**config.mk**
```make
export PLATFORM = sky130hd
export DESIGN_NAME = vcmap_table
export DESIGN_NICKNAME = d
export VERILOG_FILES = /design/src/rtl/vcmap_pkg.sv /design/src/rtl/vcmap_entry.sv /design/src/rtl/vcmap_alloc.sv /design/src/rtl/vcmap_match.sv /design/src/rtl/vcmap_table.sv
export SDC_FILE = /design/constraint.sdc
export NUM_CORES = 1
export LEC_CHECK = 0
export BUFFER_PORTS_ARGS = -buffer_cell sky130_fd_sc_hd__buf_2
export CAP_MARGIN = 15
export CELL_PAD_IN_SITES_DETAIL_PLACEMENT = 1
export CELL_PAD_IN_SITES_GLOBAL_PLACEMENT = 1
export CORE_MARGIN = 2
export CORE_UTILIZATION = 47
export CTS_CLUSTER_DIAMETER = 50
export DETAILED_ROUTE_END_ITERATION = 7
export GPL_ROUTABILITY_DRIVEN = 1
export GPL_TIMING_DRIVEN = 0
export PLACE_DENSITY = 0.83
export RECOVER_POWER = 100
export SETUP_SLACK_MARGIN = 0.3
export SYNTH_ARGS = -nofsm -noshare
export SYNTH_HDL_FRONTEND = slang
export SYNTH_SLANG_ARGS = --single-unit
```
**constraint.sdc**
```tcl
create_clock -name clk -period 4.6 [get_ports clk]
set_input_delay 0.92 -clock clk [delete_from_list [all_inputs] [get_ports clk]]
set_output_delay 0.92 -clock clk [all_outputs]
set_load 0.005 [all_outputs]
```
**src/rtl/vcmap_pkg.sv**
```systemverilog
package vcmap_pkg;
  typedef enum logic [1:0] {
    FT_HEAD   = 2'b00,
    FT_BODY   = 2'b01,
    FT_TAIL   = 2'b10,
    FT_SINGLE = 2'b11
  } flit_kind_e;

  typedef enum logic [1:0] {
    VC_FREE  = 2'b00,
    VC_BOUND = 2'b01,
    VC_DRAIN = 2'b10
  } vc_state_e;

  function automatic int idx_w(input int n);
    return (n > 1) ? $clog2(n) : 1;
  endfunction
endpackage

```
**src/rtl/vcmap_entry.sv**
```systemverilog
module vcmap_entry
  import vcmap_pkg::*;
#(
  parameter int ID_W = 6
) (
  input  logic            clk,
  input  logic            rst_n,
  input  logic            alloc_i,
  input  logic [1:0]      kind_i,
  input  logic            stop_i,
  input  logic            tail_i,
  input  logic            dep_i,
  input  logic [ID_W-1:0] src_i,
  output vc_state_e       state_o,
  output logic [ID_W-1:0] src_o
);
  vc_state_e       st_q, st_d;
  logic [ID_W-1:0] src_q, src_d;

  always_comb begin
    st_d  = st_q;
    src_d = src_q;
    unique case (st_q)
      VC_FREE: if (alloc_i) begin
        if (kind_i == FT_HEAD) begin
          st_d  = VC_BOUND;
          src_d = src_i;
        end else if (stop_i) begin
          st_d = VC_DRAIN;
        end
      end
      VC_BOUND: if (tail_i) st_d = stop_i ? VC_DRAIN : VC_FREE;
      VC_DRAIN: if (dep_i) st_d = VC_FREE;
      default:  st_d = VC_FREE;
    endcase
  end

  always_ff @(posedge clk) begin
    if (!rst_n) begin
      st_q  <= VC_FREE;
      src_q <= '0;
    end else begin
      st_q  <= st_d;
      src_q <= src_d;
    end
  end

  assign state_o = st_q;
  assign src_o   = src_q;

  // a free VC leaves that state only through allocation
  assert_free_holds_R2: assert property (@(posedge clk) disable iff (!rst_n)
    (st_q == VC_FREE && !alloc_i) |=> (st_q == VC_FREE));

  // a held VC waits for its release event
  assert_drain_holds_R7: assert property (@(posedge clk) disable iff (!rst_n)
    (st_q == VC_DRAIN && !dep_i) |=> (st_q == VC_DRAIN));

  // a binding keeps its source ID until a tail removes it
  assert_binding_stable_R6: assert property (@(posedge clk) disable iff (!rst_n)
    (st_q == VC_BOUND && !tail_i) |=> (st_q == VC_BOUND && $stable(src_q)));
endmodule

```
**src/rtl/vcmap_alloc.sv**
```systemverilog
module vcmap_alloc #(
  parameter int NUM_VNET    = 2,
  parameter int VC_PER_VNET = 2,
  localparam int NUM_VC     = NUM_VNET * VC_PER_VNET,
  localparam int VN_W       = vcmap_pkg::idx_w(NUM_VNET)
) (
  input  logic              clk,
  input  logic              rst_n,
  input  logic [NUM_VC-1:0] free_i,
  input  logic [VN_W-1:0]   vnet_i,
  output logic [NUM_VC-1:0] gnt_o
);
  for (genvar v = 0; v < NUM_VNET; v++) begin : g_net
    logic [VC_PER_VNET-1:0] slice, pick;
    assign slice = free_i[v*VC_PER_VNET +: VC_PER_VNET];

    always_comb begin
      logic found;
      found = 1'b0;
      pick  = '0;
      for (int k = 0; k < VC_PER_VNET; k++) begin
        if (slice[k] && !found) begin
          pick[k] = 1'b1;
          found   = 1'b1;
        end
      end
    end

    assign gnt_o[v*VC_PER_VNET +: VC_PER_VNET] =
      (vnet_i == VN_W'(v)) ? pick : '0;
  end

  // at most one VC granted, and only a free one
  assert_grant_onehot_R2: assert property (@(posedge clk) disable iff (!rst_n)
    $onehot0(gnt_o) && ((gnt_o & ~free_i) == '0));
endmodule

```
**src/rtl/vcmap_match.sv**
```systemverilog
module vcmap_match
  import vcmap_pkg::*;
#(
  parameter int NUM_VNET    = 2,
  parameter int VC_PER_VNET = 2,
  parameter int ID_W        = 6,
  localparam int NUM_VC     = NUM_VNET * VC_PER_VNET,
  localparam int VN_W       = idx_w(NUM_VNET)
) (
  input  logic                   clk,
  input  logic                   rst_n,
  input  logic                   look_i,
  input  logic [NUM_VC-1:0]      bound_i,
  input  logic [NUM_VC*ID_W-1:0] src_tab_i,
  input  logic [VN_W-1:0]        vnet_i,
  input  logic [ID_W-1:0]        src_i,
  output logic [NUM_VC-1:0]      hit_o
);
  for (genvar i = 0; i < NUM_VC; i++) begin : g_cmp
    localparam int NET = i / VC_PER_VNET;
    assign hit_o[i] = bound_i[i]
                    && (vnet_i == VN_W'(NET))
                    && (src_tab_i[i*ID_W +: ID_W] == src_i);
  end

  // one live binding per source ID and network
  assert_unique_bind_R3: assert property (@(posedge clk) disable iff (!rst_n)
    look_i |-> ($countones(hit_o) <= 1));
endmodule

```
**src/rtl/vcmap_table.sv**
```systemverilog
module vcmap_table
  import vcmap_pkg::*;
#(
  parameter int NUM_VNET    = 2,
  parameter int VC_PER_VNET = 2,
  parameter int ID_W        = 6
) (
  input  logic                                    clk,
  input  logic                                    rst_n,
  input  logic                                    fl_valid,
  input  logic [1:0]                              fl_type,
  input  logic                                    fl_stop,
  input  logic [idx_w(NUM_VNET)-1:0]              fl_vnet,
  input  logic [ID_W-1:0]                         fl_src,
  input  logic                                    dep_valid,
  input  logic [idx_w(NUM_VNET*VC_PER_VNET)-1:0]  dep_vc,
  output logic                                    res_valid,
  output logic                                    res_hit,
  output logic [idx_w(NUM_VNET*VC_PER_VNET)-1:0]  res_vc,
  output logic                                    err_miss,
  output logic                                    err_full,
  output logic [NUM_VNET-1:0]                     vc_avail
);
  localparam int NUM_VC = NUM_VNET * VC_PER_VNET;
  localparam int VC_W   = idx_w(NUM_VC);

  vc_state_e             st   [NUM_VC];
  logic [NUM_VC-1:0]     free_vec, bound_vec, drain_vec;
  logic [NUM_VC*ID_W-1:0] src_tab;
  logic [NUM_VC-1:0]     gnt, match, sel;
  logic                  is_alloc, is_look, is_tail, any_sel;
  logic [VC_W-1:0]       sel_idx;

  assign is_alloc = fl_valid && (fl_type == FT_HEAD || fl_type == FT_SINGLE);
  assign is_look  = fl_valid && (fl_type == FT_BODY || fl_type == FT_TAIL);
  assign is_tail  = fl_valid && (fl_type == FT_TAIL);

  vcmap_alloc #(.NUM_VNET(NUM_VNET), .VC_PER_VNET(VC_PER_VNET)) u_alloc (
    .clk(clk), .rst_n(rst_n), .free_i(free_vec), .vnet_i(fl_vnet), .gnt_o(gnt)
  );

  vcmap_match #(.NUM_VNET(NUM_VNET), .VC_PER_VNET(VC_PER_VNET), .ID_W(ID_W)) u_match (
    .clk(clk), .rst_n(rst_n), .look_i(is_look), .bound_i(bound_vec),
    .src_tab_i(src_tab), .vnet_i(fl_vnet), .src_i(fl_src), .hit_o(match)
  );

  for (genvar i = 0; i < NUM_VC; i++) begin : g_vc
    logic [ID_W-1:0] src_q;
    vcmap_entry #(.ID_W(ID_W)) u_ent (
      .clk     (clk),
      .rst_n   (rst_n),
      .alloc_i (is_alloc && gnt[i]),
      .kind_i  (fl_type),
      .stop_i  (fl_stop),
      .tail_i  (is_tail && match[i]),
      .dep_i   (dep_valid && (dep_vc == VC_W'(i))),
      .src_i   (fl_src),
      .state_o (st[i]),
      .src_o   (src_q)
    );
    assign free_vec[i]  = (st[i] == VC_FREE);
    assign bound_vec[i] = (st[i] == VC_BOUND);
    assign drain_vec[i] = (st[i] == VC_DRAIN);
    assign src_tab[i*ID_W +: ID_W] = src_q;
  end

  for (genvar v = 0; v < NUM_VNET; v++) begin : g_avail
    assign vc_avail[v] = |free_vec[v*VC_PER_VNET +: VC_PER_VNET];
  end

  always_comb begin
    sel = '0;
    if (is_alloc)     sel = gnt;
    else if (is_look) sel = match;
    any_sel = |sel;
    sel_idx = '0;
    for (int i = 0; i < NUM_VC; i++)
      if (sel[i]) sel_idx = VC_W'(i);
  end

  always_ff @(posedge clk) begin
    if (!rst_n) begin
      res_valid <= 1'b0;
      res_hit   <= 1'b0;
      res_vc    <= '0;
      err_miss  <= 1'b0;
      err_full  <= 1'b0;
    end else begin
      res_valid <= fl_valid;
      res_hit   <= any_sel;
      res_vc    <= sel_idx;
      err_miss  <= is_look && !any_sel;
      err_full  <= is_alloc && !any_sel;
    end
  end

  // a failed outcome never reports a VC
  assert_err_excl_R4: assert property (@(posedge clk) disable iff (!rst_n)
    (err_miss || err_full) |-> (res_valid && !res_hit && !(err_miss && err_full)));

  // a release aimed at a non-held VC leaves the free set unchanged
  assert_dep_ignored_R7: assert property (@(posedge clk) disable iff (!rst_n)
    (dep_valid && !drain_vec[dep_vc] && !fl_valid) |=> $stable(free_vec));
endmodule

```
# Word level (Yosys, flattened, before mapping)

Cells that the tools add are included.

Bits in registers: 38
Logic and storage cells: 127

Eq/ne operators: 34
Reduce and logical (&&, ||, !) cells: 49
Muxes and demuxes: 30
Bitwise logic cells: 1

Operator list:

| cell               | number |
|---|---|
| $mux 2             | 19 |
| $logic_and 1x1->1  | 27 |
| $eq 6x6->1         | 4 |
| $ne 2x1->1 const B | 12 |
| $pmux 2 s3         | 4 |
| $eq 2x2->1 const B | 8 |
| $reduce_and 4->1   | 4 |
| $eq 2x1->1 const B | 6 |
| $logic_not 2->1    | 6 |
| $reduce_and 3->1   | 4 |
| $mux 4             | 2 |
| $ne 3x2->1 const B | 2 |
| $ne 3x3->1 const B | 2 |
| $mux 1             | 5 |
| $reduce_or 2->1    | 2 |
| $reduce_or 4->1    | 1 |
| $logic_not 1->1    | 3 |
| $logic_or 1x1->1   | 2 |
| $not 1->1          | 1 |

# Longest topological paths before layout

Word-level depth: 10
Depth in mapped cells: 8
Gate-level depth less buffers: 7

# Cells and area by module

A second synthesis with hierarchy kept.

Cell total of the unflattened synthesis: 250
Area, all modules: 2278.4 µm²

Modules (own cells, without submodules):

| module      | cells an instance | instances | area an instance (µm²) |
|---|---|---|---|
| vcmap_entry | 39                | 4         | 366.6 |
| vcmap_table | 51                | 1         | 401.6 |
| vcmap_match | 39                | 1         | 375.4 |
| vcmap_alloc | 4                 | 1         | 35.0 |

# Worst setup path before layout

Ideal clock, no wire load.

Path kind: input-to-reg
Start point: input port fl_type[0]
End point: register g_vc[1].u_ent.src_q[0]
Buffers on the path: 0
Data required time: 4484 ps
Path slack: 1917 ps
Stages: 7
Arrival: 2567 ps
Path through: inv_1 > ha_1 > or3b_1 > or3_4 > nor3_4 > mux2i_1 > nor2b_1

Cells in the longest elaborated chain, start to end: 5
Elaborated cells between the ends (all ways): 6

Ends and longest elaborated chain:

| what                                                 | line                                 | text |
|---|---|---|
| start, declared                                      | vcmap_table.sv:11                    | `input logic [1:0] fl_type,` |
| $eq 2x2->1 / $logic_not 2->1 (equally long branches) | vcmap_table.sv:34, vcmap_entry.sv:25 |  |
| $logic_or 1x1->1                                     | vcmap_table.sv:34                    | `assign is_alloc = fl_valid && (fl_type == FT_HEAD \|\| fl_type == FT_SINGLE);` |
| $logic_and 1x1->1                                    | vcmap_table.sv:34                    |  |
| $logic_and 1x1->1                                    | vcmap_table.sv:52                    | `.alloc_i (is_alloc && gnt[i]),` |
| $reduce_and 3->1 (no line) (*)                       | -                                    |  |
| end signal, assigned                                 | vcmap_entry.sv:44                    | `src_q <= src_d;` |
| end, declared                                        | vcmap_entry.sv:18                    | `logic [ID_W-1:0] src_q, src_d;` |

Mark *: on every way between the ends. The rest lies on a longest branch, timed or not.
A chain may end at the register's enable or synchronous reset.

# Worst setup path in the final report

Start point: input port fl_type[0]
End point: register g_vc[1].u_ent.src_q[1]

The elaborated chain is that of the path after synthesis.

==> out/summary.txt <==
DP Cell Count - 277
CTS HTree Levels - 2
FP Rows - 23
post-CTS resize count - 0
largest fanout on the critical path - 6
CP Launch Type - primary input
Post-Synthesis Cells - 210
Ys Warns - 0
CP Class - in -> reg
crit-path cells - buf_2, inv_1, ha_1, or3b_1, or3_1, nor3_1, mux2i_1, nor2b_1
asr flop ratio synth - 0%
leakage dissipation - 0.000930 µW
period utilisation layout - 68.3%
Post-Synthesis Cell Area - 1970 µm²
crit path time final - 3.14 ns
input/output buffers - 17
Detail Route Antenna Nets - 0
hold slack - 0.540 ns
R2R setup slack - 2.40 ns
Clock Latency Late Sink - 0.29 ns
DR WL/cell - 16.2 µm
outcome - completed
vias in the first global route - 1591
final setup violation count - 0
post-synth cell types - 41
Least-Margin Pin Slew - 1.04 ns
Register Area - 761 µm²
FILL cells - 508
setup_tns - 0 ns
Final GP Congestion - 0.867
WP data required - 4.78 ns
Max stage delay on crit path - 0.82 ns
Bufs and invs on worst path - 2
CTS tree - built
# diodes - 0
Synth Flop Type - dfxtp_1
Slowest cell on crit path - nor3_1
slew margin rel. - 30.2%
die area - 4730 µm²
Routed WL - 4610 µm
drt pass-1 iters - 4
Crit. End Element - register
first-pass GRT wire length - 7690 µm
Worst Skew - 0.00404 ns
PD cells - 293 nW/µm²
share of cells above drive strength 1 - 10.6%
maximum number of pins on one net before global-route repair - 12
Worst Path Arrival - 3.32 ns
synthesis-stage register bit count - 38
family with the most delay on the worst path - simple AND/OR/NAND/NOR gates
Tot GR Track Use - 22.7%
Final nets - 252
RSZ-0062 raised after global routing - false
fin cells - 285
Hold Fails Final Rpt - 0
CTS clk-pin slew, worst paths - 0.07 ns
max_cap viols - 0
EDFF count, synth - 0
multi-input logic area - 1120 µm²
cell count along the critical path - 8
final slew viol count - 0
r2r endpoint - g_vc[1].u_ent.src_o[1]
DP HPWL - 3340 µm
hold_buf cts - 0
Worst R2R Start - g_vc[0].u_ent.state_o[1]
drt drc - 0
hold wc startpoint - g_vc[1].u_ent.src_o[0]
clock sink count - 38
Post-Syn Area per Cell - 9.40 µm²
clk buf depth - 2
IO Count - 24
Core Region - 4030 µm²
Vias - 1578
Layout area overhead - 10.5%
Starting Density - 49.0%
worst setup path endpoint - g_vc[1].u_ent.src_o[1]
Post-Syn Nets - 228
Die X - 68.8 µm
Via density - 5.54
1st-iter DRT viols - 94
worst reg2reg path depth - 5
initial antenna violation count - 0
Setup crit start - fl_type[0]
Seq/Total Area, Yosys - 38.6%
Max Freq - 318 MHz
clock root buffer - clkbuf_8
number of CTS-inserted buffers - 5
Die Ht - 68.8 µm
maximum vdd ir drop - 0.000168 V
GRT Residual Overflow - 0
Setup Fix Bufs, Post-CTS - 0
min-delay worst type - reg -> reg
[synth_stat cells (3+ instances only)]
cell      count  share of area [%]
nor4_1        3               0.95
nand3_1       3               0.76
nand3b_1      4                1.5
nor2b_1      30                9.5
buf_2         6                1.5
o21a_1        3                1.1
nand4_1       6                1.9
nor2_1        7                1.3
xnor2_1      10                4.4
clkbuf_1      6                1.1
o22ai_1       3               0.95
nand2_1       8                1.5
a21oi_1       6                1.5
o21ai_0       6                1.5
mux2i_1      24                 12
inv_1         6                1.1
xor2_1       14                6.2
dfxtp_1      38                 39
[flip-flops by register name, summed over array words and instances (netlist names)]
name,flops
g_vc.u_ent.src_o,24
g_vc.u_ent.state_o,8
res_vc,2
err_full,1
err_miss,1
res_hit,1
res_valid,1
[area by class of cell]
class,count,share of cell area (%)
tap,50,2.87
clock inverter,1,0.229
clock buffer,7,3.96
multi-input combinational,154,51.2
buffer,12,2.35
timing repair buffer,17,3.50
inverter,6,1.03
sequential,38,34.9
[per-stage QoR]
stage                     util (%)  cell area [µm²]  setup slack [ns]  total power, µW
after floorplan                  -             1970              1.92              390
after global placement        52.6             2120              1.68              411
after detailed placement      52.6             2120              1.64              412
after CTS                     54.9             2210              1.96              650
after global routing          54.1             2180              1.26              672
final                         54.1             2180              1.46              638
[where the power goes]
group	leakage (µW)	switching, µW	total (µW)	internal [µW]
combinational	0.000575	36.7	64.5	27.8
clock	0.0000482	114	235	121
sequential	0.000307	4.02	338	334
[tightest hold or removal path, stage by stage (launching register included)]
cell	delay [ns]
dfxtp_1	0.32
mux2i_1	0.12
nor2b_1	0.06
[cell usage in the layout (no fill, tap or decap), drive strengths merged, types with 4 or more instances in the layout]
| master | Yosys | routed |
|---|---|---|
| clkbuf | 6 | 21 |
| nand3b | 4 | 4 |
| a21oi | 6 | 6 |
| nor2 | 7 | 7 |
| nor2b | 30 | 30 |
| o21ai | 6 | 6 |
| nand4 | 6 | 6 |
| buf | 6 | 15 |
| inv | 6 | 6 |
| nand2 | 8 | 8 |
| dfxtp | 38 | 38 |
| xnor2 | 10 | 10 |
| mux2i | 24 | 24 |
| xor2 | 14 | 14 |
[cells by family (layout without fill, tap and decap cells)]
logic type | Yosys count | count (layout) | share of synthesized area, %
simple gates | 77 | 77 | 24.5
buf+inv | 18 | 43 | 3.80
fa+ha+maj | 2 | 2 | 1.27
flops | 38 | 38 | 38.6
compound gates | 27 | 27 | 9.00
mux | 24 | 24 | 12.2
xor+xnor | 24 | 24 | 10.7
[worst min-delay path by stage]
| stage | end | slack [ns] | cells after the start |
|---|---|---|---|
| 3_5_place_dp | g_vc[2].u_ent.src_o[4] | 0.53 | 2 |
| 5_1_grt | g_vc[1].u_ent.src_o[0] | 0.56 | 2 |
| 2_1_floorplan | g_vc[1].u_ent.state_o[0] | 0.48 | 2 |
| 4_1_cts | g_vc[1].u_ent.src_o[0] | 0.55 | 2 |
| 6_report | g_vc[1].u_ent.src_o[0] | 0.54 | 2 |
| 3_3_place_gp | g_vc[1].u_ent.src_o[5] | 0.52 | 2 |
[layer usage]
layer	up-vias	wire, µm	track usage, %
li1	779	-	-
met3	6	219	5.03
met1	754	2150	29.3
met5	-	0	0
met4	0	82	9.07
met2	39	2160	36.7
Power figures use the tool's default switching activity.
